===== src/rtl/strseq_pkg.sv =====
package strseq_pkg;

  typedef enum logic [1:0] {
    OP_COPY    = 2'd0,
    OP_FILL    = 2'd1,
    OP_COMPARE = 2'd2
  } strOp_e;

  typedef enum logic [1:0] {
    REP_ONCE     = 2'd0,
    REP_WHILE_EQ = 2'd1,
    REP_WHILE_NE = 2'd2
  } strRep_e;

  // Strobes from the controller to the datapath
  typedef struct packed {
    logic load;     // capture operands from the ports
    logic rdSrc;    // read request at source address
    logic rdDst;    // read request at destination address
    logic wrDst;    // write request at destination address
    logic useAcc;   // write data comes from accumulator
    logic capSrc;   // latch returning read data
    logic cmp;      // evaluate subtraction flags
    logic stepSi;   // move source index
    logic stepDi;   // move destination index
    logic decCx;    // count down
  } dpCtrl_t;

endpackage


===== src/rtl/strseq_addr.sv =====
module strseq_addr #(
  parameter int REG_W     = 16,
  parameter int SEG_SHIFT = 4,
  localparam int ADDR_W   = REG_W + SEG_SHIFT
) (
  input  logic [REG_W-1:0]  seg,
  input  logic [REG_W-1:0]  off,
  output logic [ADDR_W-1:0] phys
);

  generate
    if (SEG_SHIFT == 0) begin : g_flat
      assign phys = seg + off;
    end else begin : g_shifted
      logic [ADDR_W-1:0] segBase;
      logic [ADDR_W-1:0] offExt;
      assign segBase = {seg, {SEG_SHIFT{1'b0}}};
      assign offExt  = {{SEG_SHIFT{1'b0}}, off};
      assign phys    = segBase + offExt;
    end
  endgenerate

endmodule


===== src/rtl/strseq_ctrl.sv =====
module strseq_ctrl
  import strseq_pkg::*;
(
  input  logic       clk,
  input  logic       rstN,
  input  logic       start,
  input  logic [1:0] opKind,
  input  logic [1:0] repMode,
  input  logic       cxZero,
  input  logic       cxOne,
  input  logic       zeroFlag,
  output dpCtrl_t    ctrl,
  output logic       busy,
  output logic       done
);

  typedef enum logic [3:0] {
    S_IDLE, S_CHECK, S_RD_SRC, S_RD_DST, S_CAP, S_WR_DST, S_CMP, S_STEP, S_FIN
  } state_e;

  state_e  state, nextState;
  strOp_e  opReg;
  strRep_e repReg;

  logic repeating, isCmp, isFill, zfExit;

  assign repeating = (repReg == REP_WHILE_EQ) || (repReg == REP_WHILE_NE);
  assign isCmp     = (opReg == OP_COMPARE);
  assign isFill    = (opReg == OP_FILL);
  assign zfExit    = isCmp && (((repReg == REP_WHILE_EQ) && !zeroFlag) ||
                               ((repReg == REP_WHILE_NE) && zeroFlag));

  always_ff @(posedge clk or negedge rstN) begin
    if (!rstN) begin
      state  <= S_IDLE;
      opReg  <= OP_COPY;
      repReg <= REP_ONCE;
    end else begin
      state <= nextState;
      if (state == S_IDLE && start) begin
        opReg  <= strOp_e'(opKind);
        repReg <= strRep_e'(repMode);
      end
    end
  end

  always_comb begin
    ctrl      = '0;
    nextState = state;
    unique case (state)
      S_IDLE: begin
        if (start) begin
          ctrl.load = 1'b1;
          nextState = S_CHECK;
        end
      end
      S_CHECK: begin
        if (repeating && cxZero) nextState = S_FIN;
        else if (isFill)         nextState = S_WR_DST;
        else                     nextState = S_RD_SRC;
      end
      S_RD_SRC: begin
        ctrl.rdSrc = 1'b1;
        nextState  = isCmp ? S_RD_DST : S_CAP;
      end
      S_CAP: begin
        ctrl.capSrc = 1'b1;
        nextState   = S_WR_DST;
      end
      S_RD_DST: begin
        ctrl.capSrc = 1'b1;
        ctrl.rdDst  = 1'b1;
        nextState   = S_CMP;
      end
      S_WR_DST: begin
        ctrl.wrDst  = 1'b1;
        ctrl.useAcc = isFill;
        nextState   = S_STEP;
      end
      S_CMP: begin
        ctrl.cmp  = 1'b1;
        nextState = S_STEP;
      end
      S_STEP: begin
        ctrl.stepDi = 1'b1;
        ctrl.stepSi = !isFill;
        ctrl.decCx  = repeating;
        if (!repeating || cxOne || zfExit) nextState = S_FIN;
        else                               nextState = S_CHECK;
      end
      S_FIN:   nextState = S_IDLE;
      default: nextState = S_IDLE;
    endcase
  end

  assign busy = (state != S_IDLE);
  assign done = (state == S_FIN);

endmodule


===== src/rtl/strseq_dp.sv =====
module strseq_dp
  import strseq_pkg::*;
#(
  parameter int REG_W     = 16,
  parameter int SEG_SHIFT = 4,
  localparam int ADDR_W   = REG_W + SEG_SHIFT
) (
  input  logic              clk,
  input  logic              rstN,
  input  dpCtrl_t           ctrl,
  input  logic              wordMode,
  input  logic              dirDown,
  input  logic              useOverride,
  input  logic [REG_W-1:0]  overrideSeg,
  input  logic [REG_W-1:0]  dsSeg,
  input  logic [REG_W-1:0]  esSeg,
  input  logic [REG_W-1:0]  siIn,
  input  logic [REG_W-1:0]  diIn,
  input  logic [REG_W-1:0]  cxIn,
  input  logic [REG_W-1:0]  axIn,
  input  logic [REG_W-1:0]  memRdata,
  output logic              memReq,
  output logic              memWe,
  output logic              memWord,
  output logic [ADDR_W-1:0] memAddr,
  output logic [REG_W-1:0]  memWdata,
  output logic [REG_W-1:0]  siOut,
  output logic [REG_W-1:0]  diOut,
  output logic [REG_W-1:0]  cxOut,
  output logic              cxZero,
  output logic              cxOne,
  output logic              flagPulse,
  output logic              zeroFlag,
  output logic              carryFlag,
  output logic              signFlag,
  output logic              overflowFlag
);

  localparam int BYTE_W     = 8;
  localparam int WORD_BYTES = REG_W / BYTE_W;

  logic [REG_W-1:0] srcSegR, dstSegR, siR, diR, cxR, axR, holdR;
  logic             wordR, dirR;
  logic             zfR, cfR, sfR, ofR, pulseR;

  logic [REG_W-1:0]  stepAmt, nextSi, nextDi;
  logic [ADDR_W-1:0] srcAddr, dstAddr;

  assign stepAmt = wordR ? REG_W'(WORD_BYTES) : REG_W'(1);
  assign nextSi  = dirR ? (siR - stepAmt) : (siR + stepAmt);
  assign nextDi  = dirR ? (diR - stepAmt) : (diR + stepAmt);

  strseq_addr #(.REG_W(REG_W), .SEG_SHIFT(SEG_SHIFT)) u_srcAddr (
    .seg(srcSegR), .off(siR), .phys(srcAddr)
  );
  strseq_addr #(.REG_W(REG_W), .SEG_SHIFT(SEG_SHIFT)) u_dstAddr (
    .seg(dstSegR), .off(diR), .phys(dstAddr)
  );

  // Subtraction at both widths; the element size picks one
  logic [BYTE_W:0] diffB;
  logic [REG_W:0]  diffW;
  logic            zfNext, cfNext, sfNext, ofNext;

  assign diffB = {1'b0, holdR[BYTE_W-1:0]} - {1'b0, memRdata[BYTE_W-1:0]};
  assign diffW = {1'b0, holdR} - {1'b0, memRdata};

  always_comb begin
    if (wordR) begin
      zfNext = (diffW[REG_W-1:0] == '0);
      cfNext = diffW[REG_W];
      sfNext = diffW[REG_W-1];
      ofNext = (holdR[REG_W-1] ^ memRdata[REG_W-1]) & (holdR[REG_W-1] ^ diffW[REG_W-1]);
    end else begin
      zfNext = (diffB[BYTE_W-1:0] == '0);
      cfNext = diffB[BYTE_W];
      sfNext = diffB[BYTE_W-1];
      ofNext = (holdR[BYTE_W-1] ^ memRdata[BYTE_W-1]) & (holdR[BYTE_W-1] ^ diffB[BYTE_W-1]);
    end
  end

  always_ff @(posedge clk or negedge rstN) begin
    if (!rstN) begin
      srcSegR <= '0;
      dstSegR <= '0;
      siR     <= '0;
      diR     <= '0;
      cxR     <= '0;
      axR     <= '0;
      holdR   <= '0;
      wordR   <= 1'b0;
      dirR    <= 1'b0;
      zfR     <= 1'b0;
      cfR     <= 1'b0;
      sfR     <= 1'b0;
      ofR     <= 1'b0;
      pulseR  <= 1'b0;
    end else begin
      pulseR <= ctrl.cmp;
      if (ctrl.load) begin
        srcSegR <= useOverride ? overrideSeg : dsSeg;
        dstSegR <= esSeg;
        siR     <= siIn;
        diR     <= diIn;
        cxR     <= cxIn;
        axR     <= axIn;
        wordR   <= wordMode;
        dirR    <= dirDown;
      end
      if (ctrl.capSrc) holdR <= memRdata;
      if (ctrl.cmp) begin
        zfR <= zfNext;
        cfR <= cfNext;
        sfR <= sfNext;
        ofR <= ofNext;
      end
      if (ctrl.stepSi) siR <= nextSi;
      if (ctrl.stepDi) diR <= nextDi;
      if (ctrl.decCx)  cxR <= cxR - REG_W'(1);
    end
  end

  assign memReq   = ctrl.rdSrc | ctrl.rdDst | ctrl.wrDst;
  assign memWe    = ctrl.wrDst;
  assign memWord  = wordR;
  assign memAddr  = (ctrl.rdDst | ctrl.wrDst) ? dstAddr : srcAddr;
  assign memWdata = ctrl.useAcc ? axR : holdR;

  assign siOut        = siR;
  assign diOut        = diR;
  assign cxOut        = cxR;
  assign cxZero       = (cxR == '0);
  assign cxOne        = (cxR == REG_W'(1));
  assign flagPulse    = pulseR;
  assign zeroFlag     = zfR;
  assign carryFlag    = cfR;
  assign signFlag     = sfR;
  assign overflowFlag = ofR;

endmodule


===== src/rtl/strseq_top.sv =====
module strseq_top
  import strseq_pkg::*;
#(
  parameter int REG_W     = 16,
  parameter int SEG_SHIFT = 4,
  localparam int ADDR_W   = REG_W + SEG_SHIFT
) (
  input  logic              clk,
  input  logic              rstN,
  input  logic              start,
  input  logic [1:0]        opKind,
  input  logic              wordMode,
  input  logic [1:0]        repMode,
  input  logic              dirDown,
  input  logic              useOverride,
  input  logic [REG_W-1:0]  overrideSeg,
  input  logic [REG_W-1:0]  dsSeg,
  input  logic [REG_W-1:0]  esSeg,
  input  logic [REG_W-1:0]  siIn,
  input  logic [REG_W-1:0]  diIn,
  input  logic [REG_W-1:0]  cxIn,
  input  logic [REG_W-1:0]  axIn,
  output logic              memReq,
  output logic              memWe,
  output logic              memWord,
  output logic [ADDR_W-1:0] memAddr,
  output logic [REG_W-1:0]  memWdata,
  input  logic [REG_W-1:0]  memRdata,
  output logic              busy,
  output logic              done,
  output logic [REG_W-1:0]  siOut,
  output logic [REG_W-1:0]  diOut,
  output logic [REG_W-1:0]  cxOut,
  output logic              flagPulse,
  output logic              zeroFlag,
  output logic              carryFlag,
  output logic              signFlag,
  output logic              overflowFlag
);

  dpCtrl_t ctrl;
  logic    cxZero, cxOne;

  strseq_ctrl u_ctrl (
    .clk(clk), .rstN(rstN), .start(start), .opKind(opKind), .repMode(repMode),
    .cxZero(cxZero), .cxOne(cxOne), .zeroFlag(zeroFlag),
    .ctrl(ctrl), .busy(busy), .done(done)
  );

  strseq_dp #(.REG_W(REG_W), .SEG_SHIFT(SEG_SHIFT)) u_dp (
    .clk(clk), .rstN(rstN), .ctrl(ctrl),
    .wordMode(wordMode), .dirDown(dirDown), .useOverride(useOverride),
    .overrideSeg(overrideSeg), .dsSeg(dsSeg), .esSeg(esSeg),
    .siIn(siIn), .diIn(diIn), .cxIn(cxIn), .axIn(axIn), .memRdata(memRdata),
    .memReq(memReq), .memWe(memWe), .memWord(memWord), .memAddr(memAddr),
    .memWdata(memWdata), .siOut(siOut), .diOut(diOut), .cxOut(cxOut),
    .cxZero(cxZero), .cxOne(cxOne), .flagPulse(flagPulse),
    .zeroFlag(zeroFlag), .carryFlag(carryFlag), .signFlag(signFlag),
    .overflowFlag(overflowFlag)
  );

endmodule


===== config.mk =====
export PLATFORM = sky130hd
export DESIGN_NAME = strseq_top
export DESIGN_NICKNAME = d
export VERILOG_FILES = /design/src/rtl/strseq_pkg.sv /design/src/rtl/strseq_addr.sv /design/src/rtl/strseq_ctrl.sv /design/src/rtl/strseq_dp.sv /design/src/rtl/strseq_top.sv
export SDC_FILE = /design/constraint.sdc
export NUM_CORES = 1
export LEC_CHECK = 0
export BUFFER_PORTS_ARGS = -buffer_cell sky130_fd_sc_hd__buf_2
export CORE_MARGIN = 2
export CORE_UTILIZATION = 56
export CTS_BUF_LIST = sky130_fd_sc_hd__clkbuf_2
export DETAILED_ROUTE_END_ITERATION = 10
export GPL_TIMING_DRIVEN = 0
export PLACE_DENSITY_LB_ADDON = 0.08
export SLEW_MARGIN = 15
export SYNTH_ARGS = -nofsm -noshare
export SYNTH_HDL_FRONTEND = slang
export SYNTH_SLANG_ARGS = --single-unit

===== constraint.sdc =====
create_clock -name clk -period 4.35 [get_ports clk]
set_clock_uncertainty 0.2 [all_clocks]
set_input_delay 0.87 -clock clk [delete_from_list [all_inputs] [get_ports clk]]
set_output_delay 0.87 -clock clk [all_outputs]
set_load 0.02 [all_outputs]

==> run_results.csv, run 1 <==
group,metric,value,unit
drt,vias_per_cell,5.80,
timing,finalSetupViolCount,0,
grt,grt_util_met1,0.447,
setup_path,arrival,3.27,ns
cts,cts.sinks,127,
cts,clk_latency,0.76,ns
grt,grt.busiest_layer,"met2",
setup_path,cp.required,3.28,ns
die,coreArea,16600,um^2
timing,slew_violations,0,
cts,cts_buffers,17,
cts,cts_tree,"done",
min_path,hold_class,"input pin to register",
logic_synthesis,synth_top_area_cell,"dfrtp_1",
logic_synthesis,async_flop_share,1.00,
cts,clk_pin_slew_worst_paths,0.23,ns
cts,cts-root-buf,"clkbuf_2",
power,pwr_density_cell,983,nW/um^2
setup_path,crit_start,"u_dp.siOut[4]",
logic_synthesis,synthCells,1152,
timing,slew-limit-headroom,0.433,
setup_path,path_max_fanout,2,
setup_path,worst_r2r_endpoint,"u_dp.diOut[15]",
finish,fin_nets,1635,
setup_path,crit_type,"register to output port",
power,vdd_drop_max,0.520,mV
timing,fin_ws,0.0143,ns
timing,tns,0,ns
die,pin_count,232,
grt,antenna_found_initial,5,
logic_synthesis,syn_area_per_cell,8.27,um^2
logic_synthesis,netlist.area_leader.share,0.334,
run_status,outcome,"complete, no violations",
grt,grt_pass1_wl,45800,um
finish,final_cell_mix,"nand2_1 (230), buf_2 (228), dfrtp_1 (123)",
drt,drtIter0Drc,753,
logic_synthesis,synth_nets,1370,
drt,antenna_left,0,
place,gp_congestion,0.928,
timing,hold_viol,0,
die,fp.dieH,134,um
grt,grtUsageMet3,0.0658,
timing,worst_slew_pin_slew,0.848,ns
setup_path,r2r-start,"u_dp.dirR",
die,std_cell_rows,47,
logic_synthesis,netlist_area,9520,um^2
cts,htreeDepth,4,
timing,rsz0062_at_grt,"yes",
logic_synthesis,yosys-top-cells-area,"dfrtp_1 (33%), ha_1 (9.9%), nand2_1 (9.1%)",
place,io_buffers,230,
drt,drc,0,
setup_path,reg2regPathDepth,11,
logic_synthesis,synth-edff-count,0,
setup_path,end_kind,"output port",
power,p_leak,5.67,nW
setup_path,regToRegSetupSlack,0.66,ns
finish,layout_commonest_cell,"nand2_1",
grt,grt_pass1_vias,8900,
drt,routedWlPerCell,17.7,um
place,post-dp-hpwl,21800,um
timing,fmax,231,MHz
finish,area_growth,21.8,%
drt,vias,9595,
finish,layout-drive-gt1-share,0.244,
grt,grt_remaining_overflow,0,
job,cap_violations,0,
logic_synthesis,ys_ff_latch,127,
logic_synthesis,ys_seq_area_frac,0.334,
grt,grtUsageTotal,0.326,
drt,dr.pass1.iters,5,
grt,met2_usage,0.507,
grt,grt_max_degree,73,
logic_synthesis,yosys_warnings,0,
die,dieArea,18100,um^2
die,initial_core_util,0.574,
timing,period_minus_slack,4.34,ns
place,pre_cts_ws,0.191,ns
logic_synthesis,yosysUniqueCellTypes,73,
setup_path,endpoint,"memAddr[18]",
cts,cts_buffer_depth,2,
setup_path,start_kind,"register",
drt,finalWirelength,29200,um
timing,fin_crit_sh,0.997,
die,die_width,134,um
logic_synthesis,synth-main-ff-cell,"dfrtp_1",
cells by family (layout without fill, tap and decap cells):
family,Yosys count,count (layout),share of synthesized area
compound gates,270,270,0.183
buf+inv,98,376,0.0390
xor+xnor,48,48,0.0441
other cells,0,4,0
fa+ha+maj,80,80,0.109
mux,61,61,0.0685
simple gates,468,468,0.223
flops,127,127,0.334
power by group:
group | total, W | internal (W) | switching, W
logic | 0.00809 | 0.00331 | 0.00477
registers | 0.00237 | 0.00175 | 0.000618
clock network | 0.000944 | 0.000433 | 0.000511
total | 0.0114 | 0.00550 | 0.00590
layer usage:
| metal | up-vias | share of wire |
|---|---|---|
| met2 | 402 | 0.45 |
| met5 | - | 0.00027 |
| met3 | 74 | 0.076 |
| met4 | 2 | 0.035 |
| met1 | 4489 | 0.43 |
| li1 | 4628 | - |
how the worst min path moves through the flow:
stage | from | endpoint | slack (ns) | depth (start not counted)
after floorplan | u_dp.axR[10] | u_dp.axR[10] | 0.24 | 2
after global placement | u_dp.axR[5] | u_dp.axR[5] | 0.25 | 2
after detailed placement | u_dp.axR[10] | u_dp.axR[10] | 0.26 | 2
after CTS | esSeg[6] | u_dp.dstSegR[6] | 0.02 | 3
after global routing | esSeg[2] | u_dp.dstSegR[2] | 0.005 | 3
final | axIn[14] | u_dp.axR[14] | 0.08 | 3
layout make-up:
| cell class | count | area, um^2 |
|---|---|---|
| diodes | 4 | 10.0 |
| plain buffers | 49 | 189 |
| clock buffers | 17 | 85.1 |
| clock inverters | 15 | 219 |
| fillers | 1449 | 4980 |
| inverters | 49 | 184 |
| multi-input cells | 927 | 6140 |
| flip-flops and latches | 127 | 3180 |
| well taps | 220 | 275 |
| repair buffers | 246 | 1310 |
cell usage after synthesis (all sizes together), types with 10 or more instances:
library cell  count
mux2             33
nand2b           16
o21a             13
nand2           230
nor2b            19
nand3            25
nor2             73
nor3             39
a21oi            70
or3              12
nor4             14
a211oi           10
mux2i            28
inv              49
o21ai            77
xor2             22
ha               75
xnor2            26
clkbuf           42
dfrtp           127
a31oi            18
and3             17
through the flow:
step / power, W / utilization / area (um^2) / cells / hold WS [ns]
after global routing: 0.0123 / 0.700 / 11600 / 1654 / 0.00480
after global placement: 0.00981 / 0.660 / 10900 / 1602 / 0.249
final: 0.0114 / 0.700 / 11600 / 1654 / 0.0774
after floorplan: 0.00788 / - / 9520 / 1152 / 0.238
after detailed placement: 0.00996 / 0.663 / 11000 / 1603 / 0.256
after CTS: 0.0111 / 0.689 / 11400 / 1641 / 0.0248
registers in the layout, summed over array words and instances, names as in the netlist, 2 cells and up:
register	count
u_dp.siOut	16
u_dp.cxOut	16
u_dp.holdR	16
u_ctrl.opReg	2
u_ctrl.repReg	2
u_dp.dstSegR	16
u_dp.diOut	16
u_dp.srcSegR	16
u_ctrl.state	4
u_dp.axR	16
what timing repair did:
| action | in CTS | in global routing |
|---|---|---|
| endpoints found under the hold margin | 55 | 0 |
| setup endpoints to repair | 6 | 14 |
| gates resized for setup | 21 | 19 |
| setup buffers | 5 | 9 |
| pin swaps | 9 | 14 |
| hold buffers | 1 | 0 |
critical path, cell delays in order, from the launching register on:
cell and delay [ns]:
dfrtp_1 0.45, ha_2 0.19, inv_2 0.05, fa_2 0.21, nor2b_2 0.05, o31a_1 0.27, o211ai_1 0.28, a21oi_2 0.13
o31ai_2 0.33, nor2_1 0.10, xnor2_1 0.13, mux2i_1 0.15, buf_4 0.17
(Power assumes the default switching activity.)
==> run 2, diff against run 1 <==
Settings changed: BUFFER_PORTS_ARGS -buffer_cell sky130_fd_sc_hd__buf_2 to -buffer_cell sky130_fd_sc_hd__buf_4, RECOVER_POWER set to 50.
Clock period 4.35 ns to 4.75 ns, I/O delays scaled along.
==> run 2 against run 1 <==
Effect of this change: the run now ends with max-capacitance violations, max-slew violations left; power is 10% lower; first-iteration DRC count is 0.80% lower; die area stayed put; worst hold slack better by 0.12 ns; sequential cell count stayed put; routed wire length is 0.17% lower; highest routed layer is now met4.
==> run_results.csv, run 2 (synthesized netlist as in run 1, its figures left out) <==
group,metric,value,unit
setup_path,crit_type,"register to output port",
die,die_width,134,um
drt,drtIter0Drc,747,
power,seq_power_share,0.214,
timing,fin_crit_sh,0.955,
cts,clk_pin_slew_worst_paths,0.20,ns
setup_path,end_kind,"output port",
place,gp_congestion,0.938,
cts,htreeDepth,4,
grt,grtUsageTotal,0.321,
drt,vias_per_cell,5.85,
setup_path,regToRegSetupSlack,1.03,ns
setup_path,crit_start,"u_dp.siOut[4]",
setup_path,critPathBufInv,2,
grt,grt_pass1_vias,8931,
timing,fmax,220,MHz
place,post-dp-hpwl,22100,um
die,fp.dieH,134,um
cts,clk_latency,0.70,ns
setup_path,worst_path_largest_cell_delay,0.48,ns
power,swShare,0.516,
grt,antenna_found_initial,1,
cts,cts-root-buf,"clkbuf_2",
timing,slew-limit-headroom,-1.07,
setup_path,cp.required,3.60,ns
setup_path,r2r-start,"u_dp.dirR",
timing,fin_ws,0.214,ns
cts,cts.sinks,127,
die,std_cell_rows,47,
setup_path,worst_r2r_endpoint,"u_dp.diOut[15]",
grt,grt_remaining_overflow,0,
setup_path,path_max_fanout,4,
setup_path,endpoint,"memAddr[18]",
finish,final_cell_mix,"nand2_1 (230), buf_4 (192), dfrtp_1 (126)",
finish,layout-drive-gt1-share,0.187,
setup_path,arrival,3.39,ns
power,pwr_density_cell,875,nW/um^2
power,switchingPower,0.00527,W
finish,fillers,1506,
setup_path,critPathTopFamily,"compound AO/OA/AOI/OAI gates",
power,internal-power,0.00495,W
grt,grt_pass1_wl,45500,um
setup_path,crit_slowest_cell,"dfrtp_1",
place,pre_cts_ws,0.673,ns
finish,layout_commonest_cell,"nand2_1",
power,vdd_drop_max,0.491,mV
grt,grt_max_degree,76,
die,dieArea,18100,um^2
die,pin_count,232,
drt,finalWirelength,29200,um
setup_path,reg2regPathDepth,11,
timing,worst_slew_pin_slew,3.11,ns
power,p_total,0.0102,W
timing,finalSetupViolCount,0,
setup_path,worstPathCellList,"ha_1 > inv_1 > fa_1 > nor2b_1 > o31a_1 > o211ai_1 > a21oi_1 > o31ai_2 > nor2_1 > xnor2_1 > mux2i_1 > buf_4",
drt,vias,9565,
finish,fin_util,0.704,
drt,dr.pass1.iters,7,
finish,area_growth,22.6,%
power,pwr-share-clk,0.067,
timing,period_minus_slack,4.54,ns
die,coreArea,16600,um^2
setup_path,start_kind,"register",
min_path,hold_class,"input pin to register",
place,io_buffers,230,
cts,postCtsSetupRepairBufs,0,
run_status,outcome,"finished, violations left",
job,cap_violations,1,
drt,drc,0,
power,p_comb_frac,0.719,
run_status,violations,"max-capacitance violations, max-slew violations",
power,p_leak,5.60,nW
cts,cts_tree,"done",
die,initial_core_util,0.574,
cts,cts_buffers,17,
timing,hold_viol,0,
setup_path,cp.depth,12,
finish,fin_nets,1621,
timing,slew_violations,53,
drt,antenna_left,0,
drt,routedWlPerCell,17.9,um
cts,cts_buffer_depth,2,
==> run 2: metal layers <==
metal / wire (um) / GRT usage / vias up
met1: 12500 / 0.437 / 4525
met4: 731 / 0.108 / 0
met2: 13700 / 0.513 / 393
met3: 2170 / 0.0631 / 48
met5: 0 / 0 / -
li1: - / - / 4599
==> run 2: tightest hold or removal path, stage by stage <==
cell     delay (ns)
buf_4          0.07
nand2_1        0.04
nand2_1        0.04
==> run 2: layout make-up <==
| cell class | instances | area (um^2) | share of cell area |
|---|---|---|---|
| Clock buffer | 18 | 90.1 | 0.00771 |
| Antenna cell | 1 | 2.50 | 0.000214 |
| Buffer | 49 | 188 | 0.0161 |
| Clock inverter | 12 | 126 | 0.0108 |
| Multi-Input combinational cell | 927 | 6010 | 0.515 |
| Timing Repair Buffer | 232 | 1620 | 0.139 |
| Sequential cell | 127 | 3180 | 0.272 |
| Tap cell | 220 | 275 | 0.0236 |
| Inverter | 49 | 184 | 0.0158 |
==> run 2: what timing repair did <==
| action | 4_1_cts | 5_1_grt |
|---|---|---|
| resized for setup | 0 | 8 |
| hold endpoints to repair | 52 | 0 |
| endpoints found under the setup margin | 0 | 5 |
| hold buffers | 1 | 0 |
==> run 2: worst min path at each step <==
stage                            start                to  slack [ns]  cells after the start
after global routing         esSeg[15]  u_dp.dstSegR[15]        0.13                      3
after detailed placement  u_dp.axR[10]      u_dp.axR[10]        0.26                      2
after global placement    u_dp.axR[12]      u_dp.axR[12]        0.25                      2
after CTS                    esSeg[13]  u_dp.dstSegR[13]        0.14                      3
after floorplan           u_dp.axR[10]      u_dp.axR[10]        0.24                      2
final                        esSeg[13]  u_dp.dstSegR[13]        0.20                      3
==> run 2: through the flow <==
stage	hold slack [ns]	instances	cell area [um^2]	TNS, ns
after global placement	0.251	1602	11500	0
after global routing	0.126	1635	11700	-0.0302
after floorplan	0.238	1152	9520	0
after detailed placement	0.257	1603	11600	0
after CTS	0.140	1634	11800	0
final	0.199	1635	11700	0
==> run 2: power groups by stage <==
| stage | combinational [W] | clock, W | sequential [W] |
|---|---|---|---|
| global placement | 0.00716 | 0 | 0.00218 |
| global route | 0.00806 | 0.000733 | 0.00225 |
| finish | 0.00734 | 0.000680 | 0.00219 |
| CTS | 0.00733 | 0.000695 | 0.00217 |
| detailed placement | 0.00731 | 0 | 0.00219 |
| floorplan | 0.00494 | 0 | 0.00228 |
==> run 3, diff against run 2 <==
Settings changed: CTS_BUF_LIST sky130_fd_sc_hd__clkbuf_2 to not set, SYNTH_HIERARCHICAL set to 1.
==> run 3 against run 2 <==
Effect of this change: the run still ends with max-capacitance violations, max-slew violations left; sequential share of layout area shrank 1.9 points; sequential cell count is the same; critical path depth shrank 5; worst setup slack lost 0.023 ns; die area grew 5.8%; via count shrank 3.4%.
==> run_results.csv, run 3 <==
group,metric,value,unit
logic_synthesis,ys_seq_area_frac,0.315,
timing,slew_violations,53,
cts,postCtsHoldBufs,0,
drt,drtIter0Drc,532,
timing,rsz0062_at_grt,"no",
power,pwr_density_cell,933,nW/um^2
setup_path,path_max_fanout,10,
grt,grt_max_degree,76,
drt,finalWirelength,28000,um
setup_path,worst_path_most_repeated_cell,"clkbuf_1",
timing,fmax,219,MHz
setup_path,start_kind,"register",
setup_path,critPathBufInv,4,
drt,routedWlPerCell,17.7,um
finish,layout-drive-gt1-share,0.267,
logic_synthesis,synth_top_area_cell,"dfrtp_1",
min_path,hold_class,"register to register",
place,io_buffers,230,
logic_synthesis,synth_nets,1303,
cts,cts-root-buf,"clkbuf_16",
drt,vias,9238,
setup_path,worstPathCellList,"clkbuf_1 > nor3b_1 > and2_1 > clkbuf_1 > clkbuf_1 > mux2_2 > buf_4",
setup_path,regToRegSetupSlack,0.77,ns
finish,fillers,1488,
cts,cts_buffer_depth,2,
cts,clk_latency,0.44,ns
cts,cts_tree,"done",
setup_path,crit_slowest_cell,"clkbuf_1",
timing,period_minus_slack,4.56,ns
timing,finalSetupViolCount,0,
setup_path,crit_type,"register to output port",
grt,grt_pass1_wl,45100,um
cts,htreeDepth,4,
cts,post_cts_resized,0,
logic_synthesis,yosys_warnings,6,
setup_path,arrival,3.41,ns
logic_synthesis,yosys-top-cells-area,"dfrtp_1 (31%), mux2_2 (9.5%), ha_1 (9.2%)",
grt,antenna_found_initial,0,
logic_synthesis,ys_ff_latch,127,
grt,grt_remaining_overflow,0,
timing,hold_viol,0,
drt,vias_per_cell,5.85,
min_path,hp-start,"u_dp/axR[10]",
die,initial_core_util,0.566,
logic_synthesis,async_flop_share,1.00,
die,fp.dieH,138,um
cts,cts_buffers,17,
grt,grtUsageTotal,0.291,
setup_path,critPathTopFamily,"buffers and inverters",
drt,drc,0,
logic_synthesis,syn_area_per_cell,9.30,um^2
finish,design_area,12600,um^2
finish,final-seq-area,3180,um^2
place,dpl_cell_area,12100,um^2
finish,fin_cells,1578,
cts,cts.sinks,127,
min_path,min_to,"u_dp/axR[10]",
logic_synthesis,synth_common_cells,"dfrtp_1 (127), mux2_2 (85), nor2_1 (82)",
die,pin_count,232,
min_path,holdPathStages,1,
timing,slew-limit-headroom,-1.04,
finish,num_antenna_cells,0,
setup_path,cp.required,3.60,ns
cts,postCtsSetupRepairBufs,0,
finish,fin_nets,1553,
die,coreArea,17800,um^2
logic_synthesis,synthCells,1086,
drt,antenna_left,0,
logic_synthesis,netlist.area_leader.share,0.315,
finish,layout_commonest_cell,"buf_4",
setup_path,worst_path_largest_cell_delay,0.58,ns
run_status,violations,"max-capacitance violations, max-slew violations",
logic_synthesis,yosysUniqueCellTypes,82,
finish,area_growth,24.4,%
place,post-dp-hpwl,21400,um
grt,grt_pass1_vias,8919,
place,place_inst,1546,
job,cap_violations,1,
die,std_cell_rows,49,
timing,tns,0,ns
finish,final_cell_mix,"buf_4 (196), dfrtp_1 (126), mux2_2 (85)",
die,die_width,138,um
setup_path,r2r-start,"u_ctrl/state[0]",
logic_synthesis,synth-main-ff-cell,"dfrtp_1",
timing,worst_slew_pin_slew,3.05,ns
setup_path,worst_r2r_endpoint,"u_dp/srcSegR[10]",
cts,clk_pin_slew_worst_paths,0.07,ns
power,vdd_drop_max,0.611,mV
power,p_leak,5.67,nW
drt,dr.pass1.iters,6,
die,dieArea,19100,um^2
run_status,outcome,"finished, violations left",
setup_path,end_kind,"output port",
logic_synthesis,netlist_area,10100,um^2
logic_synthesis,yosysMostFrequentCell,"dfrtp_1",
setup_path,reg2regPathDepth,9,
finish,multiInputGateArea,6480,um^2
place,gp_congestion,0.890,
setup_path,cp.depth,7,
logic_synthesis,synth-edff-count,0,
timing,fin_crit_sh,0.960,
## run 3: cell types whose count changed in the layout (fill, tap and decap cells not counted), sizes merged, moves of 10 or more
cell,change
o21ai,-23
a21oi,+13
mux2,+56
nand2,-154
nand3,+14
buf,+11
nor3,-10
mux2i,+13
nor4,-10
## run 3: cell type report
cell class / count / share of cell area
timing repair buffer: 231 / 0.127
tap: 229 / 0.0228
clock inverter: 15 / 0.0128
clock buffer: 17 / 0.0339
buffer: 52 / 0.0205
inverter: 48 / 0.0143
multi-input combinational: 859 / 0.516
sequential: 127 / 0.253
## run 3: report_power, final
part / leakage (nW) / total [W] / internal, W / switching [W]
Sequential: 1.51 / 0.00225 / 0.00164 / 0.000608
Combinational: 3.87 / 0.00815 / 0.00361 / 0.00454
Clock: 0.288 / 0.00132 / 0.000778 / 0.000538
## run 3: worst max-delay path by stage
| stage | end | slack, ns | startpoint |
|---|---|---|---|
| after CTS | memWdata[13] | 0.22 | u_ctrl/state[0] |
| final | memWdata[12] | 0.19 | u_ctrl/state[0] |
| after floorplan | memAddr[14] | 1.32 | u_dp/siOut[4] |
| after global routing | memWdata[9] | 0.04 | u_ctrl/state[0] |
| after global placement | u_dp/srcSegR[8] | 0.67 | start |
| after detailed placement | u_dp/siOut[15] | 0.64 | u_dp/dirR |
## run 3: metrics by stage
stage,utilization,worst slack [ns],hold slack (ns),power (W)
2_1_floorplan,-,1.32,0.275,0.00804
3_3_place_gp,0.679,0.672,0.284,0.0103
3_5_place_dp,0.680,0.638,0.291,0.0104
4_1_cts,0.713,0.217,0.273,0.0118
5_1_grt,0.704,0.0355,0.319,0.0126
6_report,0.704,0.191,0.304,0.0117
## run 3: per-layer routing
metal	GRT usage	routed length (um)
met3	0.0644	2130
met1	0.392	12300
met5	0	0
met2	0.471	13000
met4	0.0897	601
## run 3: cells by family after synthesis
kind of cell / synth area share
XOR/XNOR: 0.0416
multiplexers: 0.140
flip-flops: 0.315
adder cells (fa/ha/maj): 0.102
buffers and inverters: 0.0434
AND/OR/NAND/NOR: 0.164
AO/OA/AOI/OAI: 0.194
